$ cat config.mk
export PLATFORM = sky130hd
export DESIGN_NAME = cmi_realign_inserter
export DESIGN_NICKNAME = d
export VERILOG_FILES = /design/src/rtl/cmi_realign_pkg.sv /design/src/rtl/cmi_viol_detect.sv /design/src/rtl/cmi_frame_counter.sv /design/src/rtl/cmi_slot_inserter.sv /design/src/rtl/cmi_realign_inserter.sv
export SDC_FILE = /design/constraint.sdc
export NUM_CORES = 1
export LEC_CHECK = 0
export CORE_MARGIN = 3
export CORE_UTILIZATION = 35
export CTS_BUF_LIST = sky130_fd_sc_hd__clkbuf_16
export CTS_CLUSTER_DIAMETER = 150
export CTS_CLUSTER_SIZE = 16
export DETAILED_ROUTE_END_ITERATION = 8
export GPL_ROUTABILITY_DRIVEN = 0
export GPL_TIMING_DRIVEN = 1
export SLEW_MARGIN = 25
export SYNTH_ARGS = -nofsm -noshare
export SYNTH_HDL_FRONTEND = slang
export SYNTH_HIERARCHICAL = 1
export SYNTH_SLANG_ARGS = --single-unit
$ cat constraint.sdc
create_clock -name clk -period 4 [get_ports clk]
set_input_delay 0.8 -clock clk [delete_from_list [all_inputs] [get_ports clk]]
set_output_delay 0.8 -clock clk [all_outputs]
set_load 0.01 [all_outputs]
$ cat src/rtl/cmi_realign_pkg.sv
`timescale 1ns/1ps
package cmi_realign_pkg;

   // Selects how a frame marker is recognised on the decoded rails.
   typedef enum logic {
      VIOL_BOTH_RAILS = 1'b0,  // both rails high in one bit period
      VIOL_SAME_RAIL  = 1'b1   // repeated single-rail mark of one polarity
   } viol_mode_e;

   // Alignment words, transmitted MSB first.
   localparam logic [7:0] FAS_DEFAULT  = 8'b1001_1011;
   localparam logic [7:0] NFAS_DEFAULT = 8'b1101_1111;

endpackage

$ cat src/rtl/cmi_viol_detect.sv
`timescale 1ns/1ps
module cmi_viol_detect
   import cmi_realign_pkg::*;
#(
   parameter viol_mode_e MODE = VIOL_BOTH_RAILS
) (
   input  logic clk,
   input  logic rst_n,
   input  logic pos_i,
   input  logic neg_i,
   output logic viol_o,
   output logic data_o
);

   // Unipolar merge of the two rails.
   assign data_o = pos_i | neg_i;

   generate
      if (MODE == VIOL_BOTH_RAILS) begin : g_both
         assign viol_o = pos_i & neg_i;
      end else begin : g_same
         logic last_pos_q;
         logic seen_q;
         logic single_pos;
         logic single_neg;

         assign single_pos = pos_i & ~neg_i;
         assign single_neg = neg_i & ~pos_i;

         // Remember the polarity of the latest single-rail mark only.
         always_ff @(posedge clk) begin
            if (!rst_n) begin
               last_pos_q <= 1'b0;
               seen_q     <= 1'b0;
            end else if (single_pos | single_neg) begin
               last_pos_q <= single_pos;
               seen_q     <= 1'b1;
            end
         end

         assign viol_o = seen_q & ((single_pos & last_pos_q) |
                                   (single_neg & ~last_pos_q));

         // a same-rail marker is always a single-rail mark.
         a_r8_single_rail_marker: assert property (@(posedge clk) disable iff (!rst_n)
            viol_o |-> (pos_i ^ neg_i));
      end
   endgenerate

   // every marker bit is also a one in the merged stream.
   a_r3_marker_is_mark: assert property (@(posedge clk) disable iff (!rst_n)
      viol_o |-> data_o);

endmodule

$ cat src/rtl/cmi_frame_counter.sv
`timescale 1ns/1ps
module cmi_frame_counter #(
   parameter int FRAME_BITS = 256,
   parameter int LOAD_POS   = 135
) (
   input  logic clk,
   input  logic rst_n,
   input  logic viol_i,
   output logic load_o,
   output logic locked_o
);

   localparam int CW = $clog2(FRAME_BITS);
   localparam logic [CW-1:0] LAST_POS = CW'(FRAME_BITS - 1);
   localparam logic [CW-1:0] LOAD_AT  = CW'(LOAD_POS);

   logic [CW-1:0] cnt_q;
   logic [CW-1:0] pos_now;
   logic          armed_q;
   logic          locked_q;

   // A marker claims position 0 for its own bit.
   assign pos_now = viol_i ? '0 : cnt_q;
   assign load_o  = (pos_now == LOAD_AT);

   always_ff @(posedge clk) begin
      if (!rst_n) begin
         cnt_q <= '0;
      end else if (pos_now == LAST_POS) begin
         cnt_q <= '0;
      end else begin
         cnt_q <= pos_now + 1'b1;
      end
   end

   // Lock: a marker exactly where the free-running count wraps, after a marker.
   always_ff @(posedge clk) begin
      if (!rst_n) begin
         armed_q  <= 1'b0;
         locked_q <= 1'b0;
      end else if (viol_i) begin
         locked_q <= armed_q & (cnt_q == '0);
         armed_q  <= 1'b1;
      end else if (cnt_q == '0) begin
         locked_q <= 1'b0;
         armed_q  <= 1'b0;
      end
   end

   assign locked_o = locked_q;

   a_r2_restart: assert property (@(posedge clk) disable iff (!rst_n)
      viol_i |=> (cnt_q == CW'(1)));

   a_r9_advance: assert property (@(posedge clk) disable iff (!rst_n)
      (!viol_i && cnt_q != LAST_POS) |=> (cnt_q == $past(cnt_q) + 1'b1));

   a_r9_wrap: assert property (@(posedge clk) disable iff (!rst_n)
      (!viol_i && cnt_q == LAST_POS) |=> (cnt_q == '0));

   a_r10_lock_source: assert property (@(posedge clk) disable iff (!rst_n)
      $rose(locked_q) |-> ($past(viol_i) && $past(cnt_q) == '0));

   a_r10_lock_drop: assert property (@(posedge clk) disable iff (!rst_n)
      (!viol_i && cnt_q == '0) |=> !locked_q);

endmodule

$ cat src/rtl/cmi_slot_inserter.sv
`timescale 1ns/1ps
module cmi_slot_inserter #(
   parameter int                   SLOT_BITS = 8,
   parameter logic [SLOT_BITS-1:0] FAS_WORD  = 8'b1001_1011,
   parameter logic [SLOT_BITS-1:0] NFAS_WORD = 8'b1101_1111
) (
   input  logic clk,
   input  logic rst_n,
   input  logic din_i,
   input  logic load_i,
   output logic dout_o
);

   logic [SLOT_BITS-1:0] sr_q;
   logic                 nfas_next_q;

   // Shift the merged stream; on load, drop the captured slot for a word.
   always_ff @(posedge clk) begin
      if (!rst_n) begin
         sr_q        <= '0;
         nfas_next_q <= 1'b0;
      end else if (load_i) begin
         sr_q        <= nfas_next_q ? NFAS_WORD : FAS_WORD;
         nfas_next_q <= ~nfas_next_q;
      end else begin
         sr_q        <= {sr_q[SLOT_BITS-2:0], din_i};
      end
   end

   assign dout_o = sr_q[SLOT_BITS-1];

   a_r5_word_loaded: assert property (@(posedge clk) disable iff (!rst_n)
      load_i |=> (sr_q == ($past(nfas_next_q) ? NFAS_WORD : FAS_WORD)));

   a_r6_alternate: assert property (@(posedge clk) disable iff (!rst_n)
      load_i |=> (nfas_next_q != $past(nfas_next_q)));

   a_r6_hold_between: assert property (@(posedge clk) disable iff (!rst_n)
      !load_i |=> $stable(nfas_next_q));

endmodule

$ cat src/rtl/cmi_realign_inserter.sv
`timescale 1ns/1ps
module cmi_realign_inserter
   import cmi_realign_pkg::*;
#(
   parameter int                   FRAME_BITS = 256,
   parameter int                   SLOT_BITS  = 8,
   parameter int                   SLOT_START = 129,   // 1-based first bit of the replaced slot
   parameter viol_mode_e           VIOL_MODE  = VIOL_BOTH_RAILS,
   parameter logic [SLOT_BITS-1:0] FAS_WORD   = FAS_DEFAULT,
   parameter logic [SLOT_BITS-1:0] NFAS_WORD  = NFAS_DEFAULT
) (
   input  logic clk,
   input  logic rst_n,
   input  logic rx_pos_i,
   input  logic rx_neg_i,
   output logic fr_pos_o,
   output logic fr_neg_o,
   output logic locked_o
);

   // The load happens on the last bit of the slot, 0-based.
   localparam int LOAD_POS = SLOT_START + SLOT_BITS - 2;

   generate
      if (SLOT_BITS < 2) begin : g_bad_slot
         $error("SLOT_BITS must be at least 2");
      end
      if (SLOT_START < 1) begin : g_bad_start
         $error("SLOT_START is 1-based and must be at least 1");
      end
      if (LOAD_POS > FRAME_BITS - 1) begin : g_bad_fit
         $error("replaced slot must lie inside the frame");
      end
      if (FRAME_BITS < 2 * SLOT_BITS) begin : g_bad_frame
         $error("FRAME_BITS too small for the slot");
      end
   endgenerate

   logic viol;
   logic data;
   logic load;
   logic ser;

   cmi_viol_detect #(
      .MODE (VIOL_MODE)
   ) u_detect (
      .clk    (clk),
      .rst_n  (rst_n),
      .pos_i  (rx_pos_i),
      .neg_i  (rx_neg_i),
      .viol_o (viol),
      .data_o (data)
   );

   cmi_frame_counter #(
      .FRAME_BITS (FRAME_BITS),
      .LOAD_POS   (LOAD_POS)
   ) u_count (
      .clk      (clk),
      .rst_n    (rst_n),
      .viol_i   (viol),
      .load_o   (load),
      .locked_o (locked_o)
   );

   cmi_slot_inserter #(
      .SLOT_BITS (SLOT_BITS),
      .FAS_WORD  (FAS_WORD),
      .NFAS_WORD (NFAS_WORD)
   ) u_insert (
      .clk    (clk),
      .rst_n  (rst_n),
      .din_i  (data),
      .load_i (load),
      .dout_o (ser)
   );

   // Unipolar drive: the framer sees the same bit on both inputs.
   assign fr_pos_o = ser;
   assign fr_neg_o = ser;

endmodule

# After elaboration in Yosys (flattened, before gate mapping)
# Index checks and enable logic that the tools add are counted.
# op_classes
eq_ne	2
reduce_logical	3
n_shift	0
muxes	6
n_bitwise	5
magnitude_cmp	0
n_addsub	1
multipliers	0
div_mod_pow	0
# ops
operator	count
$eq A8 B8 Y1 const B	2
$mux W8	2
$add A8 B1 Y8 const B	1
$logic_not A8 Y1	1
$mux W7	1
$mux W1	3
$and A1 B1 Y1	2
$not A1 Y1	2
$reduce_bool A2 Y1	1
$reduce_or A2 Y1	1
$or A1 B1 Y1	1
# word_totals
reg_bits	19
out_inout_bits	3
mem_count	0
rom_bits	0
ram_bits	0
latch_bits	0

# Logic depth before layout (Yosys ltp)
# Gate-level depths: netlist of run 1.
# logic_depth
word_depth	4
mapped_depth	5
depth_no_buf	4

# Modules after synthesis
# The synthesis of run 1 kept the hierarchy.
# modules_own_cells
module	cells_each	area_per_inst_um2	n_inst	seq_area_each_um2
cmi_frame_counter	47	425.4	1	200.2
cmi_slot_inserter	25	306.5	1	180.2
cmi_viol_detect	2	13.8	1	0.0
cmi_realign_inserter	1	7.5	1	0.0

# Worst setup path after synthesis of run 1
# Ideal clock, no wire load.
# synth_timing
path_type	input to register
start	input rx_pos_i
end	register u_insert.nfas_next_q
cell_stages	5
t_arrival_ps	1642
path_slack_ps	2243
path_buffers	1
t_required_ps	3885
path_cell_list	and2_2 -> nor4_2 -> buf_6 -> xor2_1 -> and2_1
# synth_between
elab_chain_len	3
# synth_rtl
item	line	text
start, declared	cmi_realign_inserter.sv:14	input logic rx_pos_i,
$and A1 B1 Y1	cmi_viol_detect.sv:20	assign viol_o = pos_i & neg_i;
$mux W8	cmi_frame_counter.sv:23	assign pos_now = viol_i ? '0 : cnt_q;
$eq A8 B8 Y1	cmi_frame_counter.sv:24	assign load_o = (pos_now == LOAD_AT);
net load	cmi_realign_inserter.sv:41	logic load;
end signal, assigned	cmi_slot_inserter.sv:24	nfas_next_q <= ~nfas_next_q;
end, declared	cmi_slot_inserter.sv:15	logic nfas_next_q;
# The timed path passes the listed nets, and every way through them passes these cells.
# A chain may end at the register's enable or synchronous reset.

# Worst setup path in the final report of run 1
# layout_timing
start	input rx_pos_i
end	register u_insert.sr_q[2]
# layout_between
elab_chain_len	4
# layout_rtl
item	line	text
$and A1 B1 Y1	cmi_viol_detect.sv:20	
net viol	cmi_realign_inserter.sv:39	logic viol;
$mux W8	cmi_frame_counter.sv:23	
$eq A8 B8 Y1	cmi_frame_counter.sv:24	
net load	cmi_realign_inserter.sv:41	
$mux W8	cmi_slot_inserter.sv:22	end else if (load_i) begin
end signal, assigned	cmi_slot_inserter.sv:23	sr_q <= nfas_next_q ? NFAS_WORD : FAS_WORD;
end signal, assigned	cmi_slot_inserter.sv:26	sr_q <= {sr_q[SLOT_BITS-2:0], din_i};
end, declared	cmi_slot_inserter.sv:14	logic [SLOT_BITS-1:0] sr_q;
# The timed path passes the listed nets, and every way through them passes these cells.

==> results of run 1 <==
layout make-up:
type / instances / area share [%]
sequential: 19 / 42.2
multi-input combinational: 50 / 37.4
clock buffer: 3 / 8.32
timing repair buffer: 6 / 6.66
tap: 27 / 3.74
inverter: 3 / 1.25
clock inverter: 1 / 0.416
metrics by stage:
stage	instances	util [%]
6_report	109	45.1
5_1_grt	109	45.1
3_5_place_dp	105	41.1
3_3_place_gp	105	41.1
2_1_floorplan	75	-
4_1_cts	109	45.1
final timing paths:
kind	cells after the start	slack, ps	endpoint	startpoint
worst max register to register	4	1960	u_insert/sr_q[2]	u_count/cnt_q[4]
worst min-delay path	2	420	u_insert/sr_q[5]	u_insert/sr_q[4]
worst max-delay path	5	1620	u_insert/sr_q[2]	rx_pos_i
worst min register to register	2	420	u_insert/sr_q[5]	u_insert/sr_q[4]
cells in the mapped netlist (2+ instances only):
| cell type | instances |
|---|---|
| o21ai_1 | 3 |
| o21a_1 | 5 |
| a21boi_1 | 2 |
| a21oi_1 | 3 |
| xnor2_1 | 2 |
| nand2b_4 | 2 |
| inv_1 | 3 |
| dfxtp_1 | 19 |
| or3_1 | 3 |
| nand3_1 | 3 |
| xor2_1 | 3 |
| nor2_1 | 5 |
| nand2_1 | 7 |
layout by cell type, fill, tap and decap left out, drive strengths merged, types with 2 or more instances in the layout:
| cell | instances |
|---|---|
| dfxtp | 19 |
| nand2 | 7 |
| clkdlybuf4s50 | 6 |
| nor2 | 6 |
| o21a | 5 |
| inv | 4 |
| o21ai | 4 |
| clkbuf | 3 |
| nand3 | 3 |
| or3 | 3 |
| a21oi | 3 |
| xor2 | 3 |
| a21boi | 3 |
| xnor2 | 2 |
| nand2b | 2 |
| or4 | 2 |
| and2 | 2 |
where the power goes:
part / leakage [nW] / switching [mW] / total (mW) / internal (mW)
combinational: 0.131 / 0.00869 / 0.0187 / 0.0100
sequential: 0.155 / 0.00445 / 0.199 / 0.194
clock: 0.0423 / 0.0667 / 0.199 / 0.133
total: 0.328 / 0.0798 / 0.417 / 0.337
per-layer routing:
metal	up-vias	track usage [%]	part of all wire, %
met3	4	1.71	2.8
met2	7	14.0	42
li1	264	-	-
met5	-	0	0
met4	0	8.94	3.4
met1	244	12.5	52
cells by family after synthesis:
group,count (synthesis),synth area share [%]
AOI/OAI and AO/OA,15,13.1
xor gates and xnor gates,5,5.82
buffers and inverters,6,4.65
DFF,19,50.5
muxes,1,1.33
and+or+nand+nor,29,24.6
sequential cells by signal, indices dropped and copies added, names as in the netlist:
signal and flops:
u_count/cnt_q 8, u_insert/sr_q 8, u_count/armed_q 1, u_count/locked_o 1, u_insert/nfas_next_q 1
worst max-delay path: stages:
cell             delay (ps)
clkdlybuf4s50_1         400
and2_2                  230
nor4_2                  760
nand2b_4                280
a21boi_2                 50
==> flow_summary.ini, run 1 <==
[worst_setup_path]
worstPathArrival_ps = 2520
crit_path_end_kind = flip-flop
startpoint_type = input pin
crit_required_ps = 4140
critPathKind = in2reg
cp_max_fo = 10

[power]
total_power_mw = 0.417
power.leakage_nw = 0.328
p_per_area_mw_per_mm2 = 462
ir_drop_v = 0.000221

[clocking]
cts_root_buffer = clkbuf_16
clock_path_buffers = 2
cts_setup_buffers = 0
worstSkewPairLatency_ps = 250
cts_hold_buffers = 0
cts_tree = done
clkTransAtPathRegs_ps = 50
numCtsBuffers = 3
htree_levels = 1
clock-sinks = 19
cts_resized = 0

[detailed_routing]
vias_per_cell = 4.76
ant_nets = 0
finalWirelength_um = 1100
initialDrtViolationCount = 4
drt-pass1-iter-count = 4
drc = 0
wl_per_cell_um = 10.1
via_count = 519

[sta]
whs_ps = 421
worstMarginPinSlew_ps = 838
clock.fmax_ghz = 0.419
final_max_slew_viol_count = 0
rsz0062_at_grt = no
fin_tns_setup_ps = 0
layout_min_cycle_time_ps = 2380
fin_worst_skew_ps = 1.81
period_share_pct = 59.6
slew_headroom_pct = 43.7
fin_ws_ps = 1620
setup_viol = 0
hold_viol_final = 0

[outcome]
status = completed

[final_layout]
register_area_um2 = 380
num-nets-final = 87
multi_input_area_um2 = 338
n_antenna_cell = 0
areaGrowthSynthToFinish_pct = 19.8
design_area_um2 = 902
drive_gt1_share_pct = 13.4
fillers = 201

[synthesis]
synthFlopType = dfxtp_1
ys_types = 28
synthTopCellsByArea = dfxtp_1 50%, o21a_1 5.0%, nand2b_4 3.7%, nand2_1 3.5%, xor2_1 3.5%
mappedNetlistArea_um2 = 753
synth_edf_count = 0
synth_cells = 75
yosysWarnings = 6
synth_top_cell_by_area = dfxtp_1
synth_nets = 79
yosysSeqAreaShare_pct = 50.5
avgSynthCellArea_um2 = 10.0
async_reset_ff_share_pct = 0
synth_top_area_share_pct = 50.5
ys_ff_latch = 19

[global_routing]
grt_pass1_vias = 476
grt_pass1_wl_um = 1970
antenna_found_initial = 0
grt_max_degree = 16
grt_overflow = 0
grt_use_total_pct = 9.88

[floorplan]
die-area_mm2 = 0.00274
num_rows = 16
io_pins = 7
start_util_pct = 37.6
die_h_um = 52.4
fp.dieW_um = 52.4
core-area_mm2 = 0.00200

[run]
maxCapViolCount = 0

[place]
dpl_cell_area_um2 = 823
dp_hpwl_um = 772
port_buffers = 6
dp_slack_ps = 1340

[min_path]
hold_class = reg2reg
Note: power is estimated with default switching activity, not from simulation.
==> run 2, diff against run 1 <==
Clock period 4 ns to 2.1 ns, I/O delays scaled along.
==> flow_summary.ini, run 2 (synthesized netlist as in run 1, its figures left out) <==
[worst_setup_path]
crit_required_ps = 2240
crit_path_end_kind = flip-flop
startpoint_type = flip-flop
cp_top_family = simple AND/OR/NAND/NOR gates
cp_slowest_cell = or4_4
crit_path_start = u_count/cnt_q[4]
cp_max_fo = 10
critPathKind = reg2reg
worstPathCellList = or4_4 -> nor4_2 -> buf_4 -> xor2_1 -> and2_1
r2r_start = u_count/cnt_q[4]
slowest_delay_ps = 550
worstPathArrival_ps = 1780
worst-path-buf-inv = 1

[detailed_routing]
drc = 0
finalWirelength_um = 1170
ant_nets = 0
initialDrtViolationCount = 4
wl_per_cell_um = 10.5
vias_per_cell = 4.59
via_count = 510
drt-pass1-iter-count = 4

[sta]
hold_viol_final = 0
layout_min_cycle_time_ps = 1640
clock.fmax_ghz = 0.611
fin_tns_setup_ps = 0
worstMarginPinSlew_ps = 258
rsz0062_at_grt = no
setup_viol = 0
period_share_pct = 77.9
slew_headroom_pct = 82.8
whs_ps = 415
fin_ws_ps = 463
final_max_slew_viol_count = 0
fin_worst_skew_ps = 3.57

[outcome]
status = completed

[global_routing]
use_met3_pct = 3.42
grt_max_degree = 11
use_met1_pct = 12.9
grt_pass1_wl_um = 1990
antenna_found_initial = 0
busiest_layer = met2
grt_overflow = 0
grt_use_total_pct = 10.5
grt_pass1_vias = 472
use_met2_pct = 13.8

[power]
ir_drop_v = 0.000428
p_per_area_mw_per_mm2 = 868
power.leakage_nw = 0.339

[clocking]
worstSkewPairLatency_ps = 250
numCtsBuffers = 3
cts_hold_buffers = 0
cts_tree = done
clkTransAtPathRegs_ps = 50
cts_root_buffer = clkbuf_16
clock_path_buffers = 2
clock-sinks = 19
cts_resized = 0
cts_setup_buffers = 0
htree_levels = 1

[run]
maxCapViolCount = 0

[floorplan]
start_util_pct = 37.6
num_rows = 16
fp.dieW_um = 52.4
die-area_mm2 = 0.00274
core-area_mm2 = 0.00200
die_h_um = 52.4
io_pins = 7

[final_layout]
top_regs = u_count/cnt_q x8, u_insert/sr_q x8
utilization_pct = 45.8
final_common_cell = dfxtp_1
final_cell_mix = 19 x dfxtp_1, 7 x nand2_1, 6 x clkdlybuf4s50_1
design_area_um2 = 917
areaGrowthSynthToFinish_pct = 21.8
drive_gt1_share_pct = 15.5
num-nets-final = 89
n_antenna_cell = 0

[min_path]
hold_class = reg2reg
hold_start = u_insert/sr_q[4]

[place]
dpl_cell_area_um2 = 838
dp_slack_ps = 216
port_buffers = 6
dp_hpwl_um = 814
-- run 2: cell type report --
class	instances	area, um^2
inverter	3	11.3
timing repair buffer	8	75.1
multi-input combinational	50	338
clock inverter	1	3.75
tap	27	33.8
fill	204	1080
sequential	19	380
clock buffer	3	75.1
-- run 2: power breakdown --
part / switching [mW] / internal [mW] / leakage (nW) / total [mW]
logic: 0.0171 / 0.0202 / 0.142 / 0.0373
registers: 0.00853 / 0.371 / 0.155 / 0.379
clock network: 0.126 / 0.253 / 0.0423 / 0.379
-- run 2: final timing paths --
kind,to,cells after the start,slack (ps)
worst min-delay path,u_insert/sr_q[5],2,420
worst max-delay path,u_insert/nfas_next_q,5,460
worst min register to register,u_insert/sr_q[5],2,420
worst max register to register,u_insert/nfas_next_q,5,460
-- run 2: per-stage QoR --
stage	instances	power [mW]
after global routing	111	0.825
final	111	0.796
after CTS	111	0.810
after floorplan	75	0.410
after global placement	107	0.424
after detailed placement	107	0.424
-- run 2: tightest hold or removal path, cell delays in order (launching register included) --
cell and delay [ps]:
dfxtp_1 290, nand2_1 50, nor2_1 30
-- run 2: per-layer routing --
layer / up-vias / part of all wire (%) / wire [um]
li1: 269 / - / -
met1: 230 / 51 / 592
met2: 7 / 43 / 496
met3: 4 / 3.9 / 46
met4: 0 / 2.5 / 29
met5: - / 0 / 0
